--- config.mk ---
export PLATFORM = sky130hd
export DESIGN_NAME = eth_preamble_unit
export DESIGN_NICKNAME = d
export VERILOG_FILES = /design/src/rtl/eth_pre_pkg.sv /design/src/rtl/pre_user_buf.sv /design/src/rtl/pre_tx_insert.sv /design/src/rtl/pre_rx_recover.sv /design/src/rtl/eth_preamble_unit.sv
export SDC_FILE = /design/constraint.sdc
export NUM_CORES = 1
export LEC_CHECK = 0
export ABC_AREA = 1
export CAP_MARGIN = 25
export CORE_MARGIN = 2
export CORE_UTILIZATION = 35
export CTS_CLUSTER_SIZE = 30
export DETAILED_ROUTE_END_ITERATION = 10
export DONT_BUFFER_PORTS = 1
export PLACE_DENSITY = 0.5
export SLEW_MARGIN = 20
export SYNTH_ARGS = -nofsm -noshare
export SYNTH_HDL_FRONTEND = slang
export SYNTH_HIERARCHICAL = 1
export SYNTH_SLANG_ARGS = --single-unit
--- constraint.sdc ---
create_clock -name clk_i -period 1.8 [get_ports clk_i]
set_input_delay 0.45 -clock clk_i [delete_from_list [all_inputs] [get_ports clk_i]]
set_output_delay 0.45 -clock clk_i [all_outputs]
set_load 0.1 [all_outputs]
--- src/rtl/eth_pre_pkg.sv ---
package eth_pre_pkg;
  localparam logic [7:0] STD_BYTE = 8'h55;
  localparam logic [7:0] SFD_BYTE = 8'hD5;

  typedef enum logic [1:0] {TX_IDLE, TX_PRE, TX_SFD, TX_DATA} tx_state_e;
  typedef enum logic [1:0] {RX_HUNT, RX_EMIT, RX_DATA} rx_state_e;
endpackage

--- src/rtl/pre_user_buf.sv ---
module pre_user_buf #(
  parameter int UPRE_W = 120
) (
  input  logic              clk_i,
  input  logic              rst_ni,
  input  logic              load_i,
  input  logic [UPRE_W-1:0] data_i,
  input  logic              take_i,
  output logic [UPRE_W-1:0] data_o,
  output logic              loaded_o
);
  logic [UPRE_W-1:0] data_q;
  logic              loaded_q;

  always_ff @(posedge clk_i or negedge rst_ni) begin
    if (!rst_ni) begin
      data_q   <= '0;
      loaded_q <= 1'b0;
    end else begin
      if (load_i) data_q <= data_i;
      // a fresh load wins over a same-cycle take
      if (load_i)      loaded_q <= 1'b1;
      else if (take_i) loaded_q <= 1'b0;
    end
  end

  assign data_o   = data_q;
  assign loaded_o = loaded_q;

  assert_load_sets_R3: assert property (@(posedge clk_i) disable iff (!rst_ni)
    load_i |=> loaded_o);
endmodule

--- src/rtl/pre_tx_insert.sv ---
module pre_tx_insert
  import eth_pre_pkg::*;
#(
  parameter int MAX_PRE_BYTES = 15,
  parameter int MIN_PRE_BYTES = 3,
  localparam int LEN_W  = $clog2(MAX_PRE_BYTES + 1),
  localparam int UPRE_W = MAX_PRE_BYTES * 8
) (
  input  logic              clk_i,
  input  logic              rst_ni,
  input  logic [LEN_W-1:0]  cfg_len_i,
  input  logic              cfg_user_en_i,
  input  logic [UPRE_W-1:0] upre_i,
  input  logic              upre_loaded_i,
  output logic              upre_take_o,
  input  logic [7:0]        in_data_i,
  input  logic              in_valid_i,
  input  logic              in_last_i,
  output logic              in_ready_o,
  output logic [7:0]        out_data_o,
  output logic              out_valid_o,
  output logic              out_last_o,
  input  logic              out_ready_i
);
  localparam logic [LEN_W-1:0] LEN_MIN = LEN_W'(MIN_PRE_BYTES);
  localparam logic [LEN_W-1:0] LEN_MAX = LEN_W'(MAX_PRE_BYTES);

  tx_state_e         state_q;
  logic [LEN_W-1:0]  left_q;
  logic [UPRE_W-1:0] pre_sr_q;
  logic [LEN_W-1:0]  eff_len;
  logic              start;
  logic              fire;

  always_comb begin
    if (cfg_len_i < LEN_MIN)      eff_len = LEN_MIN;
    else if (cfg_len_i > LEN_MAX) eff_len = LEN_MAX;
    else                          eff_len = cfg_len_i;
  end

  assign start       = (state_q == TX_IDLE) && in_valid_i;
  assign upre_take_o = start && cfg_user_en_i;

  always_comb begin
    out_valid_o = 1'b0;
    out_data_o  = '0;
    out_last_o  = 1'b0;
    in_ready_o  = 1'b0;
    unique case (state_q)
      TX_PRE: begin
        out_valid_o = 1'b1;
        out_data_o  = pre_sr_q[7:0];
      end
      TX_SFD: begin
        out_valid_o = 1'b1;
        out_data_o  = SFD_BYTE;
      end
      TX_DATA: begin
        out_valid_o = in_valid_i;
        out_data_o  = in_data_i;
        out_last_o  = in_last_i;
        in_ready_o  = out_ready_i;
      end
      default: ;
    endcase
  end

  assign fire = out_valid_o && out_ready_i;

  always_ff @(posedge clk_i or negedge rst_ni) begin
    if (!rst_ni) begin
      state_q  <= TX_IDLE;
      left_q   <= '0;
      pre_sr_q <= '0;
    end else begin
      unique case (state_q)
        TX_IDLE: if (start) begin
          state_q  <= TX_PRE;
          left_q   <= eff_len;
          pre_sr_q <= (cfg_user_en_i && upre_loaded_i) ? upre_i
                                                       : {MAX_PRE_BYTES{STD_BYTE}};
        end
        TX_PRE: if (fire) begin
          left_q   <= left_q - LEN_W'(1);
          pre_sr_q <= pre_sr_q >> 8;
          if (left_q == LEN_W'(1)) state_q <= TX_SFD;
        end
        TX_SFD:  if (fire) state_q <= TX_DATA;
        TX_DATA: if (fire && in_last_i) state_q <= TX_IDLE;
        default: state_q <= TX_IDLE;
      endcase
    end
  end

  assert_no_early_data_R5: assert property (@(posedge clk_i) disable iff (!rst_ni)
    in_ready_o |-> ($past(state_q) == TX_SFD || $past(state_q) == TX_DATA));

  assert_tx_hold_R11: assert property (@(posedge clk_i) disable iff (!rst_ni)
    (out_valid_o && !out_ready_i) |=> (out_valid_o && $stable(out_data_o)));

  assert_pre_len_R2: assert property (@(posedge clk_i) disable iff (!rst_ni)
    (state_q == TX_PRE) |-> (left_q != '0 && left_q <= LEN_MAX));
endmodule

--- src/rtl/pre_rx_recover.sv ---
module pre_rx_recover
  import eth_pre_pkg::*;
#(
  parameter int KEEP_BYTES = 7,
  localparam int KEEP_W = KEEP_BYTES * 8
) (
  input  logic              clk_i,
  input  logic              rst_ni,
  input  logic              cfg_keep_en_i,
  input  logic [7:0]        in_data_i,
  input  logic              in_valid_i,
  input  logic              in_last_i,
  output logic              in_ready_o,
  output logic [7:0]        out_data_o,
  output logic              out_valid_o,
  output logic              out_last_o,
  input  logic              out_ready_i,
  output logic [KEEP_W-1:0] pre_word_o,
  output logic              pre_valid_o
);
  rx_state_e         state_q;
  logic [KEEP_W-1:0] pre_sr_q;
  logic              keep_q;
  logic              is_sfd;

  assign is_sfd      = in_data_i == SFD_BYTE;
  assign in_ready_o  = (state_q == RX_HUNT) || ((state_q == RX_DATA) && out_ready_i);
  assign out_valid_o = (state_q == RX_DATA) && in_valid_i;
  assign out_data_o  = in_data_i;
  assign out_last_o  = (state_q == RX_DATA) && in_last_i;
  assign pre_word_o  = pre_sr_q;
  assign pre_valid_o = (state_q == RX_EMIT) && keep_q;

  always_ff @(posedge clk_i or negedge rst_ni) begin
    if (!rst_ni) begin
      state_q  <= RX_HUNT;
      pre_sr_q <= '0;
      keep_q   <= 1'b0;
    end else begin
      unique case (state_q)
        RX_HUNT: if (in_valid_i) begin
          if (is_sfd) begin
            state_q <= RX_EMIT;
            keep_q  <= cfg_keep_en_i;
          end else begin
            // zeros shift up from the bottom: short preambles come out padded
            pre_sr_q <= {pre_sr_q[KEEP_W-9:0], in_data_i};
          end
        end
        RX_EMIT: state_q <= RX_DATA;
        RX_DATA: if (in_valid_i && out_ready_i && in_last_i) begin
          state_q  <= RX_HUNT;
          pre_sr_q <= '0;
        end
        default: state_q <= RX_HUNT;
      endcase
    end
  end

  assert_strobe_after_sfd_R8: assert property (@(posedge clk_i) disable iff (!rst_ni)
    pre_valid_o |-> $past(in_valid_i && in_ready_o && in_data_i == SFD_BYTE));

  assert_strobe_no_data_R8: assert property (@(posedge clk_i) disable iff (!rst_ni)
    pre_valid_o |-> !out_valid_o);

  assert_strobe_single_R8: assert property (@(posedge clk_i) disable iff (!rst_ni)
    pre_valid_o |=> !pre_valid_o);

  assert_rx_hold_R11: assert property (@(posedge clk_i) disable iff (!rst_ni)
    (out_valid_o && !out_ready_i) |=> (out_valid_o && $stable(out_data_o)));
endmodule

--- src/rtl/eth_preamble_unit.sv ---
module eth_preamble_unit #(
  parameter int MAX_PRE_BYTES = 15,
  parameter int MIN_PRE_BYTES = 3,
  parameter int RX_KEEP_BYTES = 7,
  localparam int LEN_W  = $clog2(MAX_PRE_BYTES + 1),
  localparam int UPRE_W = MAX_PRE_BYTES * 8,
  localparam int KEEP_W = RX_KEEP_BYTES * 8
) (
  input  logic              clk_i,
  input  logic              rst_ni,
  input  logic [LEN_W-1:0]  cfg_pre_len_i,
  input  logic              cfg_tx_user_en_i,
  input  logic              cfg_rx_keep_en_i,
  input  logic              upre_load_i,
  input  logic [UPRE_W-1:0] upre_bytes_i,
  input  logic [7:0]        tx_in_data_i,
  input  logic              tx_in_valid_i,
  input  logic              tx_in_last_i,
  output logic              tx_in_ready_o,
  output logic [7:0]        tx_out_data_o,
  output logic              tx_out_valid_o,
  output logic              tx_out_last_o,
  input  logic              tx_out_ready_i,
  input  logic [7:0]        rx_in_data_i,
  input  logic              rx_in_valid_i,
  input  logic              rx_in_last_i,
  output logic              rx_in_ready_o,
  output logic [7:0]        rx_out_data_o,
  output logic              rx_out_valid_o,
  output logic              rx_out_last_o,
  input  logic              rx_out_ready_i,
  output logic [KEEP_W-1:0] rx_pre_word_o,
  output logic              rx_pre_valid_o
);
  logic [UPRE_W-1:0] upre_q;
  logic              upre_loaded;
  logic              upre_take;

  pre_user_buf #(.UPRE_W(UPRE_W)) u_user (
    .clk_i    (clk_i),
    .rst_ni   (rst_ni),
    .load_i   (upre_load_i),
    .data_i   (upre_bytes_i),
    .take_i   (upre_take),
    .data_o   (upre_q),
    .loaded_o (upre_loaded)
  );

  pre_tx_insert #(
    .MAX_PRE_BYTES (MAX_PRE_BYTES),
    .MIN_PRE_BYTES (MIN_PRE_BYTES)
  ) u_tx (
    .clk_i         (clk_i),
    .rst_ni        (rst_ni),
    .cfg_len_i     (cfg_pre_len_i),
    .cfg_user_en_i (cfg_tx_user_en_i),
    .upre_i        (upre_q),
    .upre_loaded_i (upre_loaded),
    .upre_take_o   (upre_take),
    .in_data_i     (tx_in_data_i),
    .in_valid_i    (tx_in_valid_i),
    .in_last_i     (tx_in_last_i),
    .in_ready_o    (tx_in_ready_o),
    .out_data_o    (tx_out_data_o),
    .out_valid_o   (tx_out_valid_o),
    .out_last_o    (tx_out_last_o),
    .out_ready_i   (tx_out_ready_i)
  );

  pre_rx_recover #(.KEEP_BYTES(RX_KEEP_BYTES)) u_rx (
    .clk_i         (clk_i),
    .rst_ni        (rst_ni),
    .cfg_keep_en_i (cfg_rx_keep_en_i),
    .in_data_i     (rx_in_data_i),
    .in_valid_i    (rx_in_valid_i),
    .in_last_i     (rx_in_last_i),
    .in_ready_o    (rx_in_ready_o),
    .out_data_o    (rx_out_data_o),
    .out_valid_o   (rx_out_valid_o),
    .out_last_o    (rx_out_last_o),
    .out_ready_i   (rx_out_ready_i),
    .pre_word_o    (rx_pre_word_o),
    .pre_valid_o   (rx_pre_valid_o)
  );

  assert_reset_quiet_R12: assert property (@(posedge clk_i) disable iff (!rst_ni)
    $rose(rst_ni) |-> (!tx_out_valid_o && !rx_pre_valid_o));
endmodule

==> metrics.txt <==
IO buf count 0; Placement Rows 71; TritonCTS clock tree yes; CP arrival 1.80 ns; PwrDens 2174 nW/um^2; failing checks negative hold slack, negative setup slack; initial antenna violation count 0; Levels on crit path 7; Critical Path Slowest Stage Cell dfrtp_2; gr usage total 0.1954; Die ar. 39950 um^2; Cell Area, Synth 13430 um^2; Max stage delay on crit path 0.44 ns; Main synth FF type dfrtp_1; r2r endpoint u_tx/pre_sr_q[103]; H-Tree Depth 2; sequential element share of the synthesized area 0.5702; grt ovf 0; Max Slew Vio Count 0; # clock sinks 306; antenna viol nets, final 0; async set or reset register ratio after synthesis 1.000; minimum clock period 2.251 ns; PnR worst setup slack -0.4509 ns; largest net degree at the start of global routing 307; CP Buf/Inv Count 3; Final nets 1832; First-pass DRT Iterations 5; Post-Syn Area per Cell 8.592 um^2; Via-to-Cell Ratio 4.952; number of global-route vias before repair 10679; worst vdd ir 1.007 mV; library cells used by synthesis 29; Die Wd 199.9 um; Synth Net Count 1721; placed cells 2070; post-DP HPWL 22.36 mm; top-count cell post-synth nand2_1; share of the synthesized area in the top cell type 0.5702; Clock Skew 0.01283 ns; Std-Cell Core Area 37760 um^2; routed wire length 40.86 mm; Slew @ Worst Pin 0.6892 ns; HP Class input port to asynchronous set/reset pin; initial drt markers 681; Max-slew headroom 0.5406; final period utilization 1.250; Final setup viols 141; Starting Density 0.3557; critical setup path kind flop to output port; clock root buffer master clkbuf_16; Filler cells 3576; element type at the critical path start flop; Yosys reg bits 306; Vert. Die Dim 199.9 um; worst r2r src u_tx/state_q[1]; routed len/inst 18.49 um; leakage 8.889 nW; crit-path max FO 8; Max Clock Freq 0.4443 GHz; Largest delay share family, worst path flip-flops; DRC viols 0; EDFF count, synth 0; final hold vios 306; ranking of synthesized cells by area dfrtp_1 (57%), nand2_1 (18%), a22oi_1 (3.2%), o21ai_1 (3.0%), o22ai_1 (2.6%); Hold Slack -0.3381 ns; Antenna Diode Count 0; fin cells 2210; Max Cap Violations 0; routed vias 10944; P&R area growth vs syn 36.95%; Worst R2R Setup Slack -0.28 ns; CP Data Required Time 1.35 ns; layout cells sized above 1 0.2549; deepest clock path buffer count 3; critical path, cell by cell buf_6 > ha_4 > nand2_1 > nand3_2 > nand2_2 > clkinvlp_4 > buf_12; top cell type by total area after synthesis dfrtp_1; top cells by count, synth nand2_1 (653), dfrtp_1 (306), o21ai_1 (80); later-pin clock latency in the skew report 0.53 ns; first-pass GRT wire length 60.58 mm; CTS Buf Count 36; boundary pin count 230; pre-CTS setup slack -0.06095 ns; YS warnings 6; Placer Congestion 0.7723; clock-pin slew on the worst setup and hold paths 0.05 ns; worst r2r path cells 13; RSZ-0062 raised after global routing true; final core occ 0.4871; post-synthesis cell count 1563; nature of the critical path endpoint output port; status finished with violations
report_power, final:
part | internal [mW] | switching (mW)
combinational | 9.02 | 13.1
clock | 4.40 | 2.88
sequential | 9.11 | 1.47
final cells by class:
cell class / instances / area (um^2) / area share
Clock inverter: 8 / 75.07 / 0.004082
Clock buffer: 55 / 1114 / 0.06055
Inverter: 84 / 376.6 / 0.02048
Tap cell: 511 / 639.4 / 0.03476
Sequential cell: 306 / 7661 / 0.4166
Multi-Input combinational cell: 1061 / 5628 / 0.3060
Timing Repair Buffer: 185 / 2898 / 0.1576
repair_timing:
action / in CTS / in global routing
endpoints found under the setup margin: 83 / 141
setup buffers: 27 / 12
gates resized for setup: 215 / 105
endpoints found under the hold margin: 306 / 306
pin swaps: 26 / 32
cloned: 28 / 14
through the flow:
stage	total power, mW	area [um^2]	TNS [ns]	hold WS [ns]
floorplan	21.96	13580	-1.292	0.1544
global placement	25.28	14650	0	0.1832
detailed placement	25.47	14650	-0.8607	0.1825
CTS	38.03	17560	-13.37	-0.3775
global route	42.08	18390	-37.38	-0.3773
finish	39.99	18390	-26.46	-0.3381
routing by layer:
layer	GRT usage	vias up	wire, um
met5	0	-	0
met4	0.05405	0	951
met3	0.02839	64	1941
met2	0.3176	265	19800
met1	0.2732	5333	18170
li1	-	5282	-
worst max path at each step:
stage,from,endpoint,slack (ns)
floorplan,u_tx/state_q[1],tx_out_data_o[1],-0.18
finish,u_tx/state_q[0],tx_out_data_o[2],-0.45
CTS,u_tx/state_q[1],tx_out_valid_o,-0.47
global route,u_tx/state_q[0],tx_out_data_o[4],-0.52
global placement,u_tx/state_q[0],u_tx/pre_sr_q[104],0.04
detailed placement,u_tx/state_q[0],u_tx/pre_sr_q[106],-0.06
cell usage in the layout (no fill, tap or decap), types with 3 or more instances in the layout:
cell | synthesis | final
inv_2 | 5 | 4
buf_6 | 25 | 10
inv_6 | 0 | 3
buf_16 | 0 | 32
o21ai_0 | 49 | 7
inv_4 | 0 | 4
clkbuf_16 | 0 | 49
buf_4 | 25 | 79
nand2_2 | 1 | 41
a22oi_1 | 58 | 28
clkinvlp_4 | 0 | 8
buf_12 | 0 | 46
clkbuf_1 | 19 | 6
a21oi_4 | 0 | 5
buf_8 | 0 | 6
o22ai_1 | 56 | 16
nand2_1 | 653 | 603
o22ai_4 | 0 | 10
clkbuf_8 | 0 | 12
nor2_4 | 1 | 6
nand3_2 | 1 | 8
nor2_1 | 69 | 65
nand2_4 | 1 | 10
clkinv_2 | 0 | 4
dfrtp_1 | 306 | 303
ha_4 | 0 | 3
dfrtp_2 | 0 | 3
nand4_1 | 4 | 4
a22oi_2 | 0 | 30
o21ai_2 | 1 | 21
nand3_1 | 68 | 61
o22ai_2 | 0 | 30
inv_1 | 79 | 66
o21ai_1 | 80 | 101
kinds of logic after synthesis:
| group | synth area share |
|---|---|
| AO/OA/AOI/OAI | 0.1099 |
| flip-flops | 0.5702 |
| AND/OR/NAND/NOR | 0.2341 |
| buffers and inverters | 0.07920 |
| adder cells (fa/ha/maj) | 0.006522 |
state kept, by name, indices dropped and copies added (netlist names):
signal / flops
u_user/data_o: 120
u_tx/state_q: 2
u_user/loaded_o: 1
u_tx/pre_sr_q: 120
u_rx/pre_word_o: 56
u_tx/left_q: 4
u_rx/state_q: 2
u_rx/keep_q: 1
worst reg2reg max path, cell delays in order, from the launching register on:
cell and delay [ns]:
dfrtp_2 0.46, inv_4 0.10, ha_4 0.18, buf_4 0.12, buf_6 0.12, inv_6 0.05, o21ai_4 0.18, nand2_8 0.09
buf_12 0.15, buf_12 0.14, buf_12 0.13, buf_16 0.13, nand2_1 0.05, o21ai_1 0.06
Power figures use the tool's default switching activity.
